**src/rtl/seg_addr_pkg.sv**
```systemverilog
package seg_addr_pkg;

  typedef enum logic [1:0] {
    SEG_CODE  = 2'd0,
    SEG_DATA  = 2'd1,
    SEG_STACK = 2'd2,
    SEG_EXTRA = 2'd3
  } seg_e;

  typedef enum logic [2:0] {
    KIND_FETCH = 3'd0,
    KIND_DATA  = 3'd1,
    KIND_ALT   = 3'd2,
    KIND_PUSH  = 3'd3,
    KIND_POP   = 3'd4
  } kind_e;

  typedef enum logic [1:0] {
    OFF_EXT   = 2'd0,
    OFF_IP    = 2'd1,
    OFF_SPDEC = 2'd2,
    OFF_SP    = 2'd3
  } off_e;

  typedef struct packed {
    logic load;
    seg_e segSel;
    off_e offSrc;
    logic ipInc;
    logic spDec;
    logic spInc;
  } strobe_t;

endpackage

```
**src/rtl/seg_addr_ctrl.sv**
```systemverilog
module seg_addr_ctrl
  import seg_addr_pkg::*;
(
  input  logic       clk,
  input  logic       rst,
  input  logic       reqValid,
  input  logic [2:0] reqKind,
  input  logic       ovrValid,
  input  logic [1:0] ovrSel,
  output strobe_t    strobes
);

  always_comb begin
    strobes = '{load: 1'b0, segSel: SEG_DATA, offSrc: OFF_EXT,
                ipInc: 1'b0, spDec: 1'b0, spInc: 1'b0};
    if (reqValid) begin
      case (reqKind)
        KIND_FETCH: begin
          strobes.load   = 1'b1;
          strobes.segSel = SEG_CODE;
          strobes.offSrc = OFF_IP;
          strobes.ipInc  = 1'b1;
        end
        KIND_DATA: begin
          strobes.load   = 1'b1;
          strobes.segSel = ovrValid ? seg_e'(ovrSel) : SEG_DATA;
        end
        KIND_ALT: begin
          strobes.load   = 1'b1;
          strobes.segSel = ovrValid ? seg_e'(ovrSel) : SEG_EXTRA;
        end
        KIND_PUSH: begin
          strobes.load   = 1'b1;
          strobes.segSel = SEG_STACK;
          strobes.offSrc = OFF_SPDEC;
          strobes.spDec  = 1'b1;
        end
        KIND_POP: begin
          strobes.load   = 1'b1;
          strobes.segSel = SEG_STACK;
          strobes.offSrc = OFF_SP;
          strobes.spInc  = 1'b1;
        end
        default: ;
      endcase
    end
  end

  // override never reaches code fetches
  a_r6_fetch_ignores_override: assert property (@(posedge clk) disable iff (rst)
    (reqValid && reqKind == 3'd0) |-> strobes.segSel == SEG_CODE);

  // stack kinds always use the stack segment
  a_r6_stack_ignores_override: assert property (@(posedge clk) disable iff (rst)
    (reqValid && (reqKind == 3'd3 || reqKind == 3'd4)) |-> strobes.segSel == SEG_STACK);

  // unknown kinds produce no load
  a_r12_no_load_bad_kind: assert property (@(posedge clk) disable iff (rst)
    (reqKind > 3'd4) |-> !strobes.load);

  // at most one pointer step per cycle
  a_r4_single_step: assert property (@(posedge clk) disable iff (rst)
    $onehot0({strobes.ipInc, strobes.spDec, strobes.spInc}));

endmodule

```
**src/rtl/seg_addr_dp.sv**
```systemverilog
module seg_addr_dp
  import seg_addr_pkg::*;
#(
  parameter int SEG_W = 16,
  parameter int SHIFT = 4,
  parameter int NUM_SEG = 4,
  parameter int STACK_STEP = 2,
  parameter logic [SEG_W-1:0] RESET_CODE = 16'hFFFF,
  localparam int PHYS_W = SEG_W + SHIFT,
  localparam int SEL_W = $clog2(NUM_SEG)
) (
  input  logic              clk,
  input  logic              rst,
  input  strobe_t           strobes,
  input  logic [SEG_W-1:0]  reqOffset,
  input  logic              segWrEn,
  input  logic [SEL_W-1:0]  segWrSel,
  input  logic [SEG_W-1:0]  segWrData,
  input  logic              ptrWrEn,
  input  logic              ptrWrSel,
  input  logic [SEG_W-1:0]  ptrWrData,
  output logic              addrValid,
  output logic [PHYS_W-1:0] physAddr,
  output logic [SEL_W-1:0]  addrSeg,
  output logic [SEG_W-1:0]  ipValue,
  output logic [SEG_W-1:0]  spValue
);

  localparam logic [SEG_W-1:0] STEP = SEG_W'(STACK_STEP);

  logic [SEG_W-1:0]   segReg [NUM_SEG];
  logic [NUM_SEG-1:0] segHit;
  logic [SEG_W-1:0]   ipReg, spReg, offVal, segBase;
  logic [PHYS_W-1:0]  physNext;

  for (genvar g = 0; g < NUM_SEG; g++) begin : gHit
    assign segHit[g] = segWrEn && (segWrSel == SEL_W'(g));
  end

  always_ff @(posedge clk) begin
    for (int i = 0; i < NUM_SEG; i++) begin
      if (rst)
        segReg[i] <= (i == int'(SEG_CODE)) ? RESET_CODE : '0;
      else if (segHit[i])
        segReg[i] <= segWrData;
    end
  end

  always_comb begin
    case (strobes.offSrc)
      OFF_IP:    offVal = ipReg;
      OFF_SPDEC: offVal = spReg - STEP;
      OFF_SP:    offVal = spReg;
      default:   offVal = reqOffset;
    endcase
    segBase  = segReg[strobes.segSel];
    physNext = {segBase, SHIFT'(0)} + PHYS_W'(offVal);
  end

  always_ff @(posedge clk) begin
    if (rst) begin
      ipReg <= '0;
      spReg <= '0;
    end else begin
      if (ptrWrEn && !ptrWrSel)   ipReg <= ptrWrData;
      else if (strobes.ipInc)     ipReg <= ipReg + SEG_W'(1);
      if (ptrWrEn && ptrWrSel)    spReg <= ptrWrData;
      else if (strobes.spDec)     spReg <= spReg - STEP;
      else if (strobes.spInc)     spReg <= spReg + STEP;
    end
  end

  always_ff @(posedge clk) begin
    if (rst) begin
      addrValid <= 1'b0;
      physAddr  <= '0;
      addrSeg   <= '0;
    end else begin
      addrValid <= strobes.load;
      if (strobes.load) begin
        physAddr <= physNext;
        addrSeg  <= SEL_W'(strobes.segSel);
      end
    end
  end

  assign ipValue = ipReg;
  assign spValue = spReg;

  // push lowers the stack pointer by the step
  a_r7_push_step: assert property (@(posedge clk) disable iff (rst)
    (strobes.spDec && !(ptrWrEn && ptrWrSel)) |=> spReg == $past(spReg) - STEP);

  // pop raises the stack pointer by the step
  a_r8_pop_step: assert property (@(posedge clk) disable iff (rst)
    (strobes.spInc && !(ptrWrEn && ptrWrSel)) |=> spReg == $past(spReg) + STEP);

  // fetch advances the instruction pointer by one
  a_r4_ip_step: assert property (@(posedge clk) disable iff (rst)
    (strobes.ipInc && !(ptrWrEn && !ptrWrSel)) |=> ipReg == $past(ipReg) + SEG_W'(1));

  // valid strobe follows a load by one clock
  a_r2_valid_after_load: assert property (@(posedge clk) disable iff (rst)
    strobes.load |=> addrValid);

  // no load means no valid and no pointer motion
  a_r12_idle_quiet: assert property (@(posedge clk) disable iff (rst)
    (!strobes.load && !ptrWrEn) |=> (!addrValid && $stable(spReg) && $stable(ipReg)));

endmodule

```
**src/rtl/seg_addr_gen.sv**
```systemverilog
module seg_addr_gen
  import seg_addr_pkg::*;
#(
  parameter int SEG_W = 16,
  parameter int SHIFT = 4,
  parameter int NUM_SEG = 4,
  parameter int STACK_STEP = 2,
  localparam int PHYS_W = SEG_W + SHIFT,
  localparam int SEL_W = $clog2(NUM_SEG)
) (
  input  logic              clk,
  input  logic              rst,
  input  logic              segWrEn,
  input  logic [SEL_W-1:0]  segWrSel,
  input  logic [SEG_W-1:0]  segWrData,
  input  logic              ptrWrEn,
  input  logic              ptrWrSel,
  input  logic [SEG_W-1:0]  ptrWrData,
  input  logic              reqValid,
  input  logic [2:0]        reqKind,
  input  logic [SEG_W-1:0]  reqOffset,
  input  logic              ovrValid,
  input  logic [SEL_W-1:0]  ovrSel,
  output logic              addrValid,
  output logic [PHYS_W-1:0] physAddr,
  output logic [SEL_W-1:0]  addrSeg,
  output logic [SEG_W-1:0]  ipValue,
  output logic [SEG_W-1:0]  spValue
);

  strobe_t strobes;

  seg_addr_ctrl uCtrl (
    .clk      (clk),
    .rst      (rst),
    .reqValid (reqValid),
    .reqKind  (reqKind),
    .ovrValid (ovrValid),
    .ovrSel   (ovrSel),
    .strobes  (strobes)
  );

  seg_addr_dp #(
    .SEG_W      (SEG_W),
    .SHIFT      (SHIFT),
    .NUM_SEG    (NUM_SEG),
    .STACK_STEP (STACK_STEP)
  ) uDp (
    .clk       (clk),
    .rst       (rst),
    .strobes   (strobes),
    .reqOffset (reqOffset),
    .segWrEn   (segWrEn),
    .segWrSel  (segWrSel),
    .segWrData (segWrData),
    .ptrWrEn   (ptrWrEn),
    .ptrWrSel  (ptrWrSel),
    .ptrWrData (ptrWrData),
    .addrValid (addrValid),
    .physAddr  (physAddr),
    .addrSeg   (addrSeg),
    .ipValue   (ipValue),
    .spValue   (spValue)
  );

endmodule

```
**config.mk**
```make
export PLATFORM = sky130hd
export DESIGN_NAME = seg_addr_gen
export DESIGN_NICKNAME = d
export VERILOG_FILES = /design/src/rtl/seg_addr_pkg.sv /design/src/rtl/seg_addr_ctrl.sv /design/src/rtl/seg_addr_dp.sv /design/src/rtl/seg_addr_gen.sv
export SDC_FILE = /design/constraint.sdc
export NUM_CORES = 1
export LEC_CHECK = 0
export ABC_AREA = 0
export BUFFER_PORTS_ARGS = -buffer_cell sky130_fd_sc_hd__buf_2
export CORE_UTILIZATION = 50
export CTS_BUF_LIST = sky130_fd_sc_hd__clkbuf_4
export DETAILED_ROUTE_END_ITERATION = 16
export MAX_ROUTING_LAYER = met4
export PLACE_DENSITY = 0.75
export SLEW_MARGIN = 0
export SYNTH_ARGS = -nofsm -noshare
export SYNTH_HDL_FRONTEND = slang
export SYNTH_SLANG_ARGS = --single-unit
```
**constraint.sdc**
```tcl
create_clock -name clk -period 4.3 [get_ports clk]
set_input_delay 1.075 -clock clk [delete_from_list [all_inputs] [get_ports clk]]
set_output_delay 1.075 -clock clk [all_outputs]
set_load 0.02 [all_outputs]
```
; Word level (Yosys, flattened, before mapping)
; Memory sizes are Yosys's and may differ from the RTL's.
; Cells that the tools add are included.
[word_totals]
ff_bits = 55
mem_bits_rw = 64
inputBits = 62
output_inout_bits = 55
elab_cells = 68
n_memories = 1
[mem_list]
columns = name, words, word_bits, rd, rd_clocked_by_memory_dff, wr, line_no
row1 = uDp.segReg, 4, 16, 1, 0, 4, seg_addr_dp.sv:31  ; logic [SEG_W-1:0] segReg [NUM_SEG];
[classes]
addsub = 4
n_eq_ne = 10
muxes = 32
bitwise = 4
reduce_logical = 12
[op_table]
columns = operator, count
row1 = two-way mux 16 bit, 9
row2 = one-hot mux 16 bit (3 select lines), 1
row3 = adder 20 x 16 -> 20 bit, 1
row4 = two-way mux 1 bit, 17
row5 = "adder 16 x 1 -> 16 bit, second input constant", 1
row6 = "adder 16 x 2 -> 16 bit, second input constant", 1
row7 = "subtractor 16 x 2 -> 16 bit, second input constant", 1
row8 = one-hot mux 3 bit (4 select lines), 1
row9 = "equality test 2 bit, second input constant", 4
row10 = two-way mux 8 bit, 1
row11 = "equality test 3 x 2 -> 1 bit, second input constant", 2
row12 = logical AND 1 bit, 6
row13 = one-hot mux 2 bit (3 select lines), 1
row14 = "equality test 2 x 1 -> 1 bit, second input constant", 2
row15 = two-way mux 2 bit, 2
row16 = bitwise OR 1 bit, 4
row17 = "equality test 3 x 1 -> 1 bit, second input constant", 1
row18 = "equality test 3 bit, second input constant", 1
row19 = zero test 3 bit, 1
row20 = nonzero test 3 bit, 1
row21 = zero test 2 bit, 1
row22 = nonzero test 2 bit, 1
row23 = OR reduction 2 bit, 1
row24 = zero test 1 bit, 1

; Logic depth before layout (Yosys ltp)
; Gate-level depths: netlist of the first run.
[depth]
depth_word = 7
mapped_depth = 17
depth_no_buf = 16

; Modules after synthesis
; Synthesis of the first run repeated with hierarchy kept, for this count alone.
[unflattened]
hier_cells = 700
hier_area_um2 = 6874.1
[modules_own_cells]
columns = module, n_inst, cells_each, area_each_um2, seq_area_each_um2
row1 = seg_addr_dp, 1, 682, 6750.2, 3022.9
row2 = seg_addr_ctrl, 1, 18, 123.9, 0.0

; Worst setup path after synthesis of the first run
; OpenSTA, ideal clock, no wires.
[synth_timing]
path_kind = input-to-reg
startpoint = in reqKind[2]
endpoint = reg uDp.physAddr[18]
setup_ns = 0.114
arrival_ns = 4.248
required_time_ns = 4.186
slack_ns = -0.062
cell_stages = 17
path_buffers = 4
cell_sequence = buf_2 -> clkbuf_1 -> nand4b_1 -> clkbuf_1 -> clkbuf_1 -> o21ai_0 -> nand2_1 -> o211ai_1 -> ha_1 -> fa_1 -> a21oi_1 -> o21ai_0 -> a31oi_1 -> o21ai_0 -> nand3_1 -> xnor2_1 -> a21o_1
[synth_via]
elab_chain_cells = 6
word_cells_on_any_way = 15
cone_classes = add/sub: 1 / eq/ne: 7 / mux: 4 / reduce/logical: 2 / memory: 1
[synth_lines]
columns = item, line_no
row1 = from (decl), seg_addr_gen.sv:20  ; input logic [2:0] reqKind,
row2 = "equality test 3 x 2 -> 1 bit, or another cell as far along", seg_addr_ctrl.sv:17  ; case (reqKind)
row3 = OR reduction 2 bit (no source line) or one-hot mux 2 bit (3 select lines) (tied branches), --
row4 = one-hot mux 3 bit (4 select lines) or two-way mux 8 bit (tied branches), "seg_addr_ctrl.sv:17, seg_addr_ctrl.sv:16"
row5 = two-way mux 8 bit *, seg_addr_ctrl.sv:16  ; if (reqValid) begin
row6 = memory (4 x 16 bit) or one-hot mux 16 bit (3 select lines) (tied branches), --
row7 = adder 20 x 16 -> 20 bit, seg_addr_dp.sv:57  ; physNext = {segBase, SHIFT'(0)} + PHYS_W'(offVal);
row8 = to (signal assigned), seg_addr_dp.sv:81  ; physAddr <= physNext;
row9 = to (decl), seg_addr_dp.sv:23  ; output logic [PHYS_W-1:0] physAddr,
; Mark *: on every way between the ends. The rest lies on a longest branch, timed or not.
; A chain may end at the register's enable or synchronous reset.

; Worst setup path after layout of the first run
[layout_timing]
startpoint = reg uDp.spReg[1] (netlist: uDp.spValue[1])
endpoint = reg uDp.physAddr[19]
[layout_via]
elab_chain_cells = 3
[layout_lines]
columns = item, line_no
row1 = from (decl), seg_addr_dp.sv:33  ; logic [SEG_W-1:0] ipReg, spReg, offVal, segBase;
row2 = from (signal assigned), seg_addr_dp.sv:67  ; if (ptrWrEn && ptrWrSel) spReg <= ptrWrData;
row3 = from (signal assigned), seg_addr_dp.sv:68  ; else if (strobes.spDec) spReg <= spReg - STEP;
row4 = from (signal assigned), seg_addr_dp.sv:69  ; else if (strobes.spInc) spReg <= spReg + STEP;
row5 = subtractor 16 x 2 -> 16 bit, seg_addr_dp.sv:52  ; OFF_SPDEC: offVal = spReg - STEP;
row6 = one-hot mux 16 bit (3 select lines) *, seg_addr_dp.sv:50  ; case (strobes.offSrc)
row7 = adder 20 x 16 -> 20 bit *, seg_addr_dp.sv:57
; Marks and branches as above.

==> metrics.md, run 1 <==
| Metric | Value |
|---|---|
| Outcome | finished, final reports clean |
| CTS HTree Levels | 4 |
| Row count | 41 |
| RR Startpoint | uDp.spValue[1] |
| Sequential share of power | between 40 and 50% |
| Avg WL per Cell | about 19 um |
| Final RePlAce weighted congestion | 0.940 |
| Synth-to-Final Area Change | 16.3% |
| Die height | between 100 and 150 um |
| Pin count of the biggest net entering global routing | between 50 and 60 |
| Fin crit share | 87.3% |
| Crit path max-delay family | compound AO/OA/AOI/OAI gates |
| Vias/cell | 5.84 |
| Slew headroom | around 24% |
| Worst-path clk slew | ~0.13 ns |
| # setup viols final | 0 |
| VDD IR-drop max | 247 uV |
| Top-Level Pins | between 100 and 150 |
| First-pass GRT wire length | 29600 um |
| Routed Antenna Nets | 0 |
| Critical Path, Cell by Cell | inv_1 > ha_1 > or4b_4 > and2b_1 > o21ai_0 > nand2_1 > o21ai_0 > a221o_1 > ha_1 > a211oi_1 > nor2_1 > nor3_1 > a21oi_1 > o2111ai_1 > xor2_1 > a211oi_1 |
| Clock Skews | 0.0166 ns |
| Worst reg2reg endpoint | uDp.physAddr[19] |
| Later-pin clock latency in the skew report | approximately 0.57 ns |
| Clock Path Buffers | 2 |
| WP depth | 16 |
| RSZ-0062 raised after global routing | no |
| FMAX | 266 MHz |
| Worst Path Class, Setup | reg -> reg |
| Buf/Inv on CP | 1 |
| Grt total ovfl | 0 |
| Die Area | approximately 0.014 mm2 |
| Port bufs | 116 |
| Setup_tns | 0 ns |
| Top post-synthesis cells by area | edfxtp_1 29%, dfxtp_1 17%, and2_1 5.7% |
| Placement Setup Slack | around 0.047 ns |
| CTS tree | built |
| Warnings, synthesis | 0 |
| NumNets Final | 910 |
| Inserted Diodes | 0 |
| Setup slack after layout | ~0.54 ns |
| Fillers | 1136 |
| P_int | about 1.8 mW |
| Logic pwr share | ~23% |
| CTS Buf Count | 17 |
| Postcts setup bufs | 0 |
| CP Launch Type | flip-flop |
| Synthesized area | about 0.0066 mm2 |
| Hold Crit Class | reg -> reg |
| CP Launch Point | uDp.spValue[1] |
| Tightest Pin Transition | 1.14 ns |
| Hpwl dp | 13900 um |
| Final worst path period need | 3.76 ns |
| Setup crit end | uDp.physAddr[19] |
| WP data required | approximately 4.8 ns |
| Crit path arrival time | between 4 and 5 ns |
| Max Slew Vio Count | 0 |
| Hold Buf Count CTS | 0 |
| Max FO, Critical Path | 9 |
| Prevailing post-synth register cell | edfxtp_1 |
| Net Count, Synth | 794 |
| Detailed Route Iter0 Violations | around 450 |
| Final Hold Fails | 0 |
| Clock power share | between 20% and 30% |
| Router iterations before antenna repair | 5 |
| Max-Cap Viols | 0 |
| Net Switching | about 0.96 mW |
| FFs w/ async S/R, synth | 0% |
| Vias in the first global route | around 5800 |
| Crit path max-delay cell type | or4b_4 |
| Leading area contributor after synthesis | edfxtp_1 |
| Total GRT Usage | roughly 30% |
| Initial antenna violation count | 0 |
| Part of the Yosys area used for sequential elements | between 40% and 50% |
| Vias | roughly 5900 |
| Sw frac | about a third |
| Final Util | about three fifths |
| Yosys reg bits | ~120 |
| R2R Setup Slk | 0.54 ns |
| Area share of the largest cell type after synthesis | between 20% and 30% |
| Detailed Route WL | approximately 19000 um |
| PwrDens | between 300 and 400 mW/mm2 |
| FF-to-FF path depth | 16 |
| LEAKAGE | 3.01 nW |
| Core Region | approximately 0.013 mm2 |
| Chip width | 117 um |
| Clk sinks | between 100 and 150 |
| Share of layout cells above drive strength 1 | about 22% |
| Yosys cell types | 56 |
| CP peak stage delay | 0.53 ns |
| Initial Utilization | approximately half |
| DRC Markers | 0 |
| Synthesized area per cell | 9.25 um2 |
| CTS root buf | clkbuf_4 |
| Critical Path Sink Type | flip-flop |
| Cells after Synth | slightly above 700 |
| Post-synth EDFFs | 64 |
| PostCTS Resize Cnt | 0 |
## power groups by stage
stage	clock, mW	combinational [mW]	sequential (mW)
6_report	0.765	0.628	1.36
5_1_grt	0.826	0.688	1.37
4_1_cts	0.783	0.625	1.35
3_5_place_dp	0	0.623	1.38
3_3_place_gp	0	0.605	1.38
2_1_floorplan	0	0.372	1.40
## registers in the layout, indices dropped and copies added, names as in the netlist
signal         cells
uDp.physAddr      20
uDp.segReg        64
uDp.addrSeg        2
uDp.spValue       16
uDp.addrValid      1
uDp.ipValue       16
## area by class of cell
cell class	count	area (um2)	share of cell area, %
inverter	9	33.8	0.438
clock inverter	15	133	1.72
timing repair buffer	142	776	10.1
tap	172	215	2.79
clock buffer	17	128	1.66
sequential	119	3020	39.2
multi-input combinational	543	3400	44.1
## synthesized netlist by cell type, types with 6 or more instances
master / n
edfxtp_1: 64
xor2_1: 16
nand2_1: 86
nand2b_1: 20
o21ai_0: 29
nor2_1: 64
ha_1: 15
mux2i_1: 11
clkbuf_1: 32
nand3_1: 13
a211oi_1: 44
nand4_1: 8
or3_1: 8
and2_1: 60
dfxtp_1: 55
and2_0: 7
xnor2_1: 22
nor3_1: 19
a31oi_1: 16
buf_2: 8
a311oi_1: 6
a21oi_1: 38
inv_1: 9
## cell usage in the layout (no fill, tap or decap), drive strengths merged, types with 3 or more instances in the layout
cell type	count
a211oi	44
a21o	3
a21oi	38
a221o	4
a311oi	6
a31o	4
a31oi	16
and2	67
and3	3
and4	3
buf	142
clkbuf	17
clkinvlp	3
dfxtp	55
edfxtp	64
ha	15
inv	19
mux2i	11
mux4	3
nand2	87
nand2b	20
nand3	13
nand4	8
nor2	64
nor3	19
nor3b	4
o211ai	4
o21ai	30
o21bai	3
o221ai	4
or3	8
xnor2	22
xor2	16
## worst register-to-register path, delay by kind of cell (launching register included)
kind | cells | cell delay (ns)
xor+xnor | 1 | 0.10
compound gates | 7 | 1.40
buf+inv | 1 | 0.13
simple gates | 5 | 1.15
fa+ha+maj | 2 | 0.48
flops | 1 | 0.43
## logic make-up after synthesis
logic type	Yosys count	share of synthesized area, %
AO/OA/AOI/OAI	170	16.9
XOR/XNOR	38	5.02
adder cells (fa/ha/maj)	16	3.13
buffers and inverters	54	3.32
flip-flops	119	45.6
multiplexers	14	2.68
AND/OR/NAND/NOR	305	23.3
## worst min-delay path by stage
stage	startpoint	endpoint	slack, ns	depth (start not counted)
6_report	uDp.physAddr[10]	uDp.physAddr[10]	0.46	2
5_1_grt	uDp.physAddr[10]	uDp.physAddr[10]	0.48	2
4_1_cts	uDp.physAddr[5]	uDp.physAddr[5]	0.46	2
3_5_place_dp	uDp.physAddr[5]	uDp.physAddr[5]	0.45	2
3_3_place_gp	uDp.physAddr[11]	uDp.physAddr[11]	0.45	2
2_1_floorplan	uDp.physAddr[15]	uDp.physAddr[15]	0.53	2
## per-stage QoR
stage	power (mW)	hold slack, ns	std cells	area (um2)
6_report	2.75	0.463	1017	7710
4_1_cts	2.76	0.464	1017	7710
5_1_grt	2.88	0.479	1017	7710
3_3_place_gp	1.98	0.445	985	7450
2_1_floorplan	1.78	0.530	716	6630
3_5_place_dp	2.00	0.447	985	7450
## metal layers
metal	vias to the layer above	share of wire (%)	global-route usage (%)	wire length, um
met5	-	0	-	0
met4	0	2.9	14.8	556
met3	50	6.6	6.44	1250
met2	245	48	47.9	9060
met1	2810	42	35.5	8010
li1	2830	-	-	-
(Power assumes the default switching activity.)
==> run 2: changes to the inputs <==
PLACE_DENSITY = unset   (was 0.75)
PLACE_DENSITY_LB_ADDON = 0.08   (was unset)
SYNTH_HIERARCHICAL = 1   (was unset)
==> run 2 against run 1 <==
Net effect: non-clock buffer count is 5 lower; core utilization is 0.54 points lower; combinational power up 9.1%; sequential power barely moved.
==> metrics.md, run 2 <==
| Metric | Value |
|---|---|
| Outcome | finished, final reports clean (unchanged) |
| Leading area contributor after synthesis | edfxtp_1 (unchanged) |
| Chip width | 119 um (was 117 um) |
| HP Start | uDp/physAddr[6] (was uDp.physAddr[10]) |
| Fillers | 1193 (was 1136) |
| R2R Setup Slk | 0.51 ns (was 0.54 ns) |
| Pin count of the biggest net entering global routing | 42 (was 56) |
| Row count | 42 (was 41) |
| P_int | 2.00 mW (was 1.79 mW) |
| Die height | 119 um (was 117 um) |
| Crit path max-delay family | simple AND/OR/NAND/NOR gates (was compound AO/OA/AOI/OAI gates) |
| Worst-path clk slew | 0.13 ns (about the same) |
| LEAKAGE | 3.19 nW (was 3.01 nW) |
| Worst Path Class, Setup | reg -> reg (unchanged) |
| Die Area | 0.0142 mm2 (was 0.0137 mm2) |
| Commonest cells after routing, fill and taps aside | 116 x buf_2, 67 x nor2_1, 64 x edfxtp_1, 59 x nand2_1, 55 x dfxtp_1 (was 116 x buf_2, 86 x nand2_1, 64 x edfxtp_1, 63 x nor2_1, 60 x and2_1) |
| Synth-to-Final Area Change | 16.1% (was 16.3%) |
| PostCTS Resize Cnt | 0 (unchanged) |
| Clock Skews | 0.0263 ns (was 0.0166 ns) |
| Crit path max-delay cell type | or4_4 (was or4b_4) |
| Post-synth top cells | 67 x nor2_1, 64 x edfxtp_1, 59 x nand2_1, 55 x dfxtp_1, 54 x and2_1 (was 86 x nand2_1, 64 x edfxtp_1, 64 x nor2_1, 60 x and2_1, 55 x dfxtp_1) |
| Net Count, Synth | 778 (was 794) |
| First-pass GRT wire length | 28200 um (was 29600 um) |
| Hold Crit Class | reg -> reg (unchanged) |
| Hold endpoint | uDp/physAddr[6] (was uDp.physAddr[10]) |
| Buf/Inv on CP | 1 (unchanged) |
| Clock power share | 30.8% (was 27.8%) |
| Post-layout instance area | 0.00798 mm2 (was 0.00771 mm2) |
| Top post-synthesis cells by area | edfxtp_1 28%, dfxtp_1 16%, mux4_2 5.6% (was edfxtp_1 29%, dfxtp_1 17%, and2_1 5.7%) |
| Core Region | 0.0133 mm2 (was 0.0128 mm2) |
| Critical Path, Cell by Cell | or4_4 > or4_1 > nor2_1 > xor2_1 > nand2_1 > o21ai_0 > ha_1 > and2_1 > a221oi_1 > buf_4 > a21oi_1 > o211ai_1 > a211oi_1 > nor3b_1 (was inv_1 > ha_1 > or4b_4 > and2b_1 > o21ai_0 > nand2_1 > o21ai_0 > a221o_1 > ha_1 > a211oi_1 > nor2_1 > nor3_1 > a21oi_1 > o2111ai_1 > xor2_1 > a211oi_1) |
| Slew headroom | 25.1% (was 24.3%) |
| Register bank with the most flops | uDp/segReg (was uDp.segReg) |
| Count leader, synth | nor2_1 (was nand2_1) |
| Number of instances in the placed design | 966 (was 985) |
| Worst hold path depth | 2 (unchanged) |
| Final Hold Fails | 0 (unchanged) |
| Storage cell area | 0.00302 mm2 (unchanged) |
| Router iterations before antenna repair | 5 (unchanged) |
| Final std cells w/o fill | 999 (was 1017) |
| Top-Level Pins | 117 (unchanged) |
| CTS root buf | clkbuf_4 (unchanged) |
| RSZ-0062 raised after global routing | no (unchanged) |
| FMAX | 264 MHz (was 266 MHz) |
| Yosys reg bits | 119 (unchanged) |
| FF-to-FF path depth | 14 (was 16) |
| FFs w/ async S/R, synth | 0% (unchanged) |
| CP Launch Type | flip-flop (unchanged) |
| CP peak stage delay | 0.64 ns (was 0.53 ns) |
| Tightest Pin Transition | 1.12 ns (was 1.14 ns) |
| Max reg flops | 64 (unchanged) |
| Setup_tns | 0 ns (unchanged) |
| # setup viols final | 0 (unchanged) |
| Share of layout cells above drive strength 1 | 24.5% (was 22.5%) |
| DRC Markers | 0 (unchanged) |
| Port bufs | 116 (unchanged) |
| RR Startpoint | uDp/spValue[1] (was uDp.spValue[1]) |
| Warnings, synthesis | 6 (was 0) |
| Vias | 5704 (was 5935) |
| Later-pin clock latency in the skew report | 0.55 ns (was 0.57 ns) |
| Area share of the largest cell type after synthesis | 28.0% (was 29.0%) |
| VDD IR-drop max | 323 uV (was 247 uV) |
| Synthesized area per cell | 9.82 um2 (was 9.25 um2) |
| Sequential share of power | 45.9% (was 49.3%) |
| Final Util | 59.8% (was 60.3%) |
| Routed Antenna Nets | 0 (unchanged) |
| Clock Path Buffers | 2 (unchanged) |
| Detailed Route Iter0 Violations | 404 (was 446) |
| Largest registers | uDp/segReg x64, uDp/physAddr x20 (was uDp.segReg x64, uDp.physAddr x20) |
| Prevailing post-synth register cell | edfxtp_1 (unchanged) |
| Logic pwr share | 23.3% (was 22.8%) |
| CTS tree | built (unchanged) |
| Synthesized area | 0.00687 mm2 (was 0.00663 mm2) |
| CTS Buf Count | 17 (unchanged) |
| Post-synth EDFFs | 64 (unchanged) |
| Hpwl dp | 12700 um (was 13900 um) |
| Vias in the first global route | 5496 (was 5802) |
| Detailed Route WL | 17500 um (was 18900 um) |
| NumNets Final | 887 (was 910) |
| Grt total ovfl | 0 (unchanged) |
| Final worst path period need | 3.79 ns (was 3.76 ns) |
| Initial Utilization | 51.5% (was 51.9%) |
| Max FO, Critical Path | 11 (was 9) |
| Commonest non-fill, non-tap cell in the layout | buf_2 (unchanged) |
| Multi-input logic area | 0.00364 mm2 (was 0.00340 mm2) |
| Crit path arrival time | 4.26 ns (was 4.25 ns) |
| Clk sinks | 119 (unchanged) |
| Final RePlAce weighted congestion | 0.922 (was 0.940) |
| Hold WS | 0.488 ns (was 0.463 ns) |
| Hold Buf Count CTS | 0 (unchanged) |
| Max-Cap Viols | 0 (unchanged) |
| Fin crit share | 88.1% (was 87.3%) |
| PwrDens | 369 mW/mm2 (was 357 mW/mm2) |
| Cell Area, Placed | 0.00766 mm2 (was 0.00745 mm2) |
| Vias/cell | 5.71 (was 5.84) |
| Initial antenna violation count | 1 (was 0) |
| CTS HTree Levels | 4 (unchanged) |
| Postcts setup bufs | 0 (unchanged) |
| Part of the Yosys area used for sequential elements | 44.0% (was 45.6%) |
| Net Switching | 0.946 mW (was 0.962 mW) |
| Avg WL per Cell | 17.5 um (was 18.6 um) |
| Worst reg2reg endpoint | uDp/physAddr[17] (was uDp.physAddr[19]) |
| Total GRT Usage | 26.6% (was 29.8%) |
| Critical Path Sink Type | flip-flop (unchanged) |
| WP data required | 4.77 ns (was 4.79 ns) |
| Max Slew Vio Count | 0 (unchanged) |
| Yosys cell types | 65 (was 56) |
| Sw frac | 32.2% (was 35.0%) |
| Cells after Synth | 700 (was 716) |
run 2: changes by cell type after synthesis, moves of 11 or more:
cell      change
a31oi_1      -11
a211oi_1     -18
nand2_1      -27
a21oi_1      -11
mux4_2       +14
mux2i_1      +12
run 2: per-stage QoR:
stage               power, mW  setup WS, ns
floorplan                1.84         0.116
global placement         2.04        0.0961
detailed placement       2.06      -0.00351
CTS                      2.96         0.554
global route             3.10         0.262
finish                   2.94         0.511
run 2: tightest hold or removal path, cell delays in order (launching register included):
cell and delay (ns):
dfxtp_1 0.33, nor2_1 0.08, a211oi_1 0.05
run 2: worst max-delay path by stage:
stage | endpoint | cells past startpoint | startpoint
2_1_floorplan | uDp/physAddr[18] | 14 | reqKind[1]
3_3_place_gp | uDp/physAddr[18] | 13 | reqKind[1]
3_5_place_dp | uDp/physAddr[18] | 14 | reqKind[1]
4_1_cts | uDp/physAddr[17] | 14 | uDp/spValue[1]
5_1_grt | uDp/physAddr[18] | 14 | uDp/spValue[1]
6_report | uDp/physAddr[17] | 14 | uDp/spValue[1]
run 2: area by class of cell:
| class | count | area share, % |
|---|---|---|
| antenna | 1 | 0.0313 |
| clock buffer | 17 | 1.60 |
| clock inverter | 15 | 2.40 |
| inverter | 11 | 0.517 |
| multi-input combinational | 523 | 45.6 |
| sequential | 119 | 37.9 |
| tap | 176 | 2.76 |
| timing repair buffer | 137 | 9.25 |
run 2: cells by family (layout without fill, tap and decap cells):
kind of cell / count (synthesis) / after routing / share of synthesized area [%]
xor gates and xnor gates: 43 / 43 / 5.48
adders and majority gates: 16 / 16 / 3.02
DFF: 119 / 119 / 44.0
other: 0 / 1 / 0
buffers and inverters: 58 / 180 / 3.35
and+or+nand+nor: 294 / 294 / 22.5
muxes: 40 / 40 / 8.92
AOI/OAI and AO/OA: 130 / 130 / 12.7
run 2: power groups by stage:
stage	combinational [mW]	clock (mW)	sequential, mW
CTS	0.684	0.925	1.35
global route	0.751	0.980	1.36
floorplan	0.440	0	1.40
global placement	0.666	0	1.37
finish	0.685	0.906	1.35
detailed placement	0.680	0	1.38
run 2: routing by layer:
| layer | up-vias | track usage (%) | wire length [um] |
|---|---|---|---|
| met5 | - | - | 0 |
| met3 | 23 | 5.80 | 851 |
| met1 | 2755 | 31.6 | 7460 |
| li1 | 2763 | - | - |
| met4 | 0 | 8.62 | 235 |
| met2 | 163 | 44.9 | 8970 |
==> run 3: changes to the inputs <==
GPL_TIMING_DRIVEN = 0   (was unset)
==> run 3 against run 2 <==
Net effect: final cell count grew 2.4%; critical path depth grew 1; final area grew 0.42%; count of clock-buffer cells in the layout grew 3; maximum frequency shrank 10%; critical endpoint is now uDp/physAddr[18]; largest power group unchanged.
==> metrics.md, run 3 (synthesis gave the netlist of run 2 again) <==
| Metric | Value |
|---|---|
| Final Hold Fails | 0 (unchanged) |
| Vias in the first global route | 5517 (was 5496) |
| RR Startpoint | uDp/spValue[2] (was uDp/spValue[1]) |
| DRC Markers | 0 (unchanged) |
| Storage cell area | 0.00302 mm2 (unchanged) |
| Critical Path Sink Type | flip-flop (unchanged) |
| Total GRT Usage | 28.1% (was 26.6%) |
| Detailed Route WL | 18900 um (was 17500 um) |
| FMAX | 238 MHz (was 264 MHz) |
| Final RePlAce weighted congestion | 0.882 (was 0.922) |
| First-pass GRT wire length | 29000 um (was 28200 um) |
| # setup viols final | 0 (unchanged) |
| Sw frac | 30.5% (was 32.2%) |
| Vias | 5820 (was 5704) |
| Crit path max-delay cell type | mux4_2 (was or4_4) |
| NumNets Final | 911 (was 887) |
| CTS root buf | clkbuf_4 (unchanged) |
| Vias/cell | 5.69 (was 5.71) |
| Synth-to-Final Area Change | 16.6% (was 16.1%) |
| Hold Crit Class | reg -> reg (unchanged) |
| Router iterations before antenna repair | 5 (unchanged) |
| Pin count of the biggest net entering global routing | 17 (was 42) |
| Commonest cells after routing, fill and taps aside | 119 x buf_2, 67 x nor2_1, 64 x edfxtp_1, 59 x nand2_1, 55 x dfxtp_1 (was 116 x buf_2, 67 x nor2_1, 64 x edfxtp_1, 59 x nand2_1, 55 x dfxtp_1) |
| CTS tree | built (unchanged) |
| Worst-path clk slew | 0.11 ns (was 0.13 ns) |
| P_int | 2.05 mW (was 2.00 mW) |
| Clock Skews | 0.0225 ns (was 0.0263 ns) |
| PwrDens | 369 mW/mm2 (about the same) |
| Critical Path, Cell by Cell | buf_2 > nand2_1 > a21oi_1 > o21ai_0 > clkbuf_4 > buf_4 > mux4_2 > ha_1 > fa_1 > a211oi_1 > nor2_1 > o211ai_1 > a211oi_1 > xnor2_1 > a211oi_1 (was or4_4 > or4_1 > nor2_1 > xor2_1 > nand2_1 > o21ai_0 > ha_1 > and2_1 > a221oi_1 > buf_4 > a21oi_1 > o211ai_1 > a211oi_1 > nor3b_1) |
| Chip width | 119 um (unchanged) |
| VDD IR-drop max | 242 uV (was 323 uV) |
| CP most frequent cell | a211oi_1 |
| Hold Buf Count CTS | 0 (unchanged) |
| R2R Setup Slk | 0.34 ns (was 0.51 ns) |
| Hpwl dp | 14300 um (was 12700 um) |
| Worst reg2reg endpoint | uDp/physAddr[19] (was uDp/physAddr[17]) |
| Worst Path Class, Setup | in -> reg (was reg -> reg) |
| Avg WL per Cell | 18.5 um (was 17.5 um) |
| Clock power share | 31.1% (was 30.8%) |
| Core Region | 0.0133 mm2 (unchanged) |
| Commonest non-fill, non-tap cell in the layout | buf_2 (unchanged) |
| Routed Antenna Nets | 0 (unchanged) |
| Die Area | 0.0142 mm2 (unchanged) |
| Sequential share of power | 45.2% (was 45.9%) |
| Later-pin clock latency in the skew report | 0.53 ns (was 0.55 ns) |
| Net Switching | 0.902 mW (was 0.946 mW) |
| Hold endpoint | uDp/physAddr[13] (was uDp/physAddr[6]) |
| Grt total ovfl | 0 (unchanged) |
| Top-Level Pins | 117 (unchanged) |
| CP peak stage delay | 0.54 ns (was 0.64 ns) |
| LEAKAGE | 3.17 nW (was 3.19 nW) |
| Max-Cap Viols | 0 (unchanged) |
| Max FO, Critical Path | 10 (was 11) |
| Max Slew Vio Count | 0 (unchanged) |
| Final std cells w/o fill | 1023 (was 999) |
| Crit path arrival time | 4.64 ns (was 4.26 ns) |
| Multi-input logic area | 0.00363 mm2 (was 0.00364 mm2) |
| Detailed Route Iter0 Violations | 480 (was 404) |
| Initial antenna violation count | 1 (unchanged) |
| Max reg flops | 64 (unchanged) |
| Placement Setup Slack | -0.817 ns (was -0.00351 ns) |
| Logic pwr share | 23.6% (was 23.3%) |
| FF-to-FF path depth | 15 (was 14) |
| Slew headroom | 33.3% (was 25.1%) |
| Port bufs | 114 (was 116) |
| CP Launch Type | primary input (was flip-flop) |
| Fillers | 1167 (was 1193) |
| Final worst path period need | 4.21 ns (was 3.79 ns) |
| Number of instances in the placed design | 990 (was 966) |
| CTS HTree Levels | 4 (unchanged) |
| Share of layout cells above drive strength 1 | 22.0% (was 24.5%) |
| Worst hold path depth | 1 (was 2) |
| Register bank with the most flops | uDp/segReg (unchanged) |
| CTS Buf Count | 17 (unchanged) |
| Tightest Pin Transition | 1.00 ns (was 1.12 ns) |
| Clk sinks | 119 (unchanged) |
| Outcome | finished, final reports clean (unchanged) |
| Largest registers | uDp/segReg x64, uDp/physAddr x20 (unchanged) |
| Initial Utilization | 51.5% (unchanged) |
| Setup slack after layout | 0.0903 ns (was 0.511 ns) |
| Fin crit share | 97.9% (was 88.1%) |
| WP data required | 4.73 ns (was 4.77 ns) |
| Clock Path Buffers | 2 (unchanged) |
| HP Start | uDp/physAddr[13] (was uDp/physAddr[6]) |
| Die height | 119 um (unchanged) |
| Row count | 42 (unchanged) |
==> run 3: repair_timing <==
item | CTS | global route
resized for setup | 4 | 5
buffers inserted | 0 | 0
setup endpoints to repair | 7 | 5
==> run 3: cell type report <==
class,count,area share [%]
Clock inverter,12,2.19
Antenna cell,1,0.0312
Timing Repair Buffer,114,7.12
Sequential cell,119,37.7
Buffer,47,2.51
Multi-Input combinational cell,523,45.3
Inverter,11,0.515
Tap cell,176,2.75
Clock buffer,20,1.87
==> run 3: routing by layer <==
metal	global-route usage, %	up-vias	wire length (um)
met3	6.03	28	821
li1	-	2816	-
met2	48.8	185	9810
met5	-	-	0
met1	32.3	2791	7960
met4	9.02	0	323
==> run 3: worst max-delay path, delay by kind of cell <==
family	cells	cell delay, ns
AOI/OAI and AO/OA	6	1.24
muxes	1	0.54
xor gates and xnor gates	1	0.16
adders and majority gates	2	0.66
and+or+nand+nor	2	0.25
buffers and inverters	3	0.71
==> run 3: power by group through the flow <==
| stage | combinational, mW | sequential, mW | clock (mW) |
|---|---|---|---|
| CTS | 0.693 | 1.34 | 0.944 |
| global placement | 0.679 | 1.36 | 0 |
| global route | 0.759 | 1.35 | 0.988 |
| floorplan | 0.440 | 1.40 | 0 |
| finish | 0.699 | 1.34 | 0.919 |
| detailed placement | 0.689 | 1.36 | 0 |
==> run 3: worst max-delay path by stage <==
stage	from	to	slack, ns	cells after the start
2_1_floorplan	reqKind[1]	uDp/physAddr[18]	0.12	14
3_5_place_dp	reqKind[0]	uDp/physAddr[18]	-0.82	15
6_report	reqKind[1]	uDp/physAddr[18]	0.09	15
4_1_cts	reqKind[0]	uDp/physAddr[18]	0.07	15
3_3_place_gp	reqKind[0]	uDp/physAddr[18]	-0.79	15
5_1_grt	reqKind[1]	uDp/physAddr[18]	-0.002	15
==> run 3: through the flow <==
stage / TNS, ns / hold WS (ns) / utilization [%] / total power [mW] / cell area (um2)
after floorplan: 0 / 0.539 / - / 1.84 / 6880
after CTS: 0 / 0.490 / 59.9 / 2.97 / 8000
after detailed placement: -7.33 / 0.458 / 57.5 / 2.05 / 7670
final: 0 / 0.484 / 60.1 / 2.95 / 8020
after global placement: -7.06 / 0.463 / 57.4 / 2.04 / 7670
after global routing: -0.00172 / 0.513 / 60.1 / 3.09 / 8020
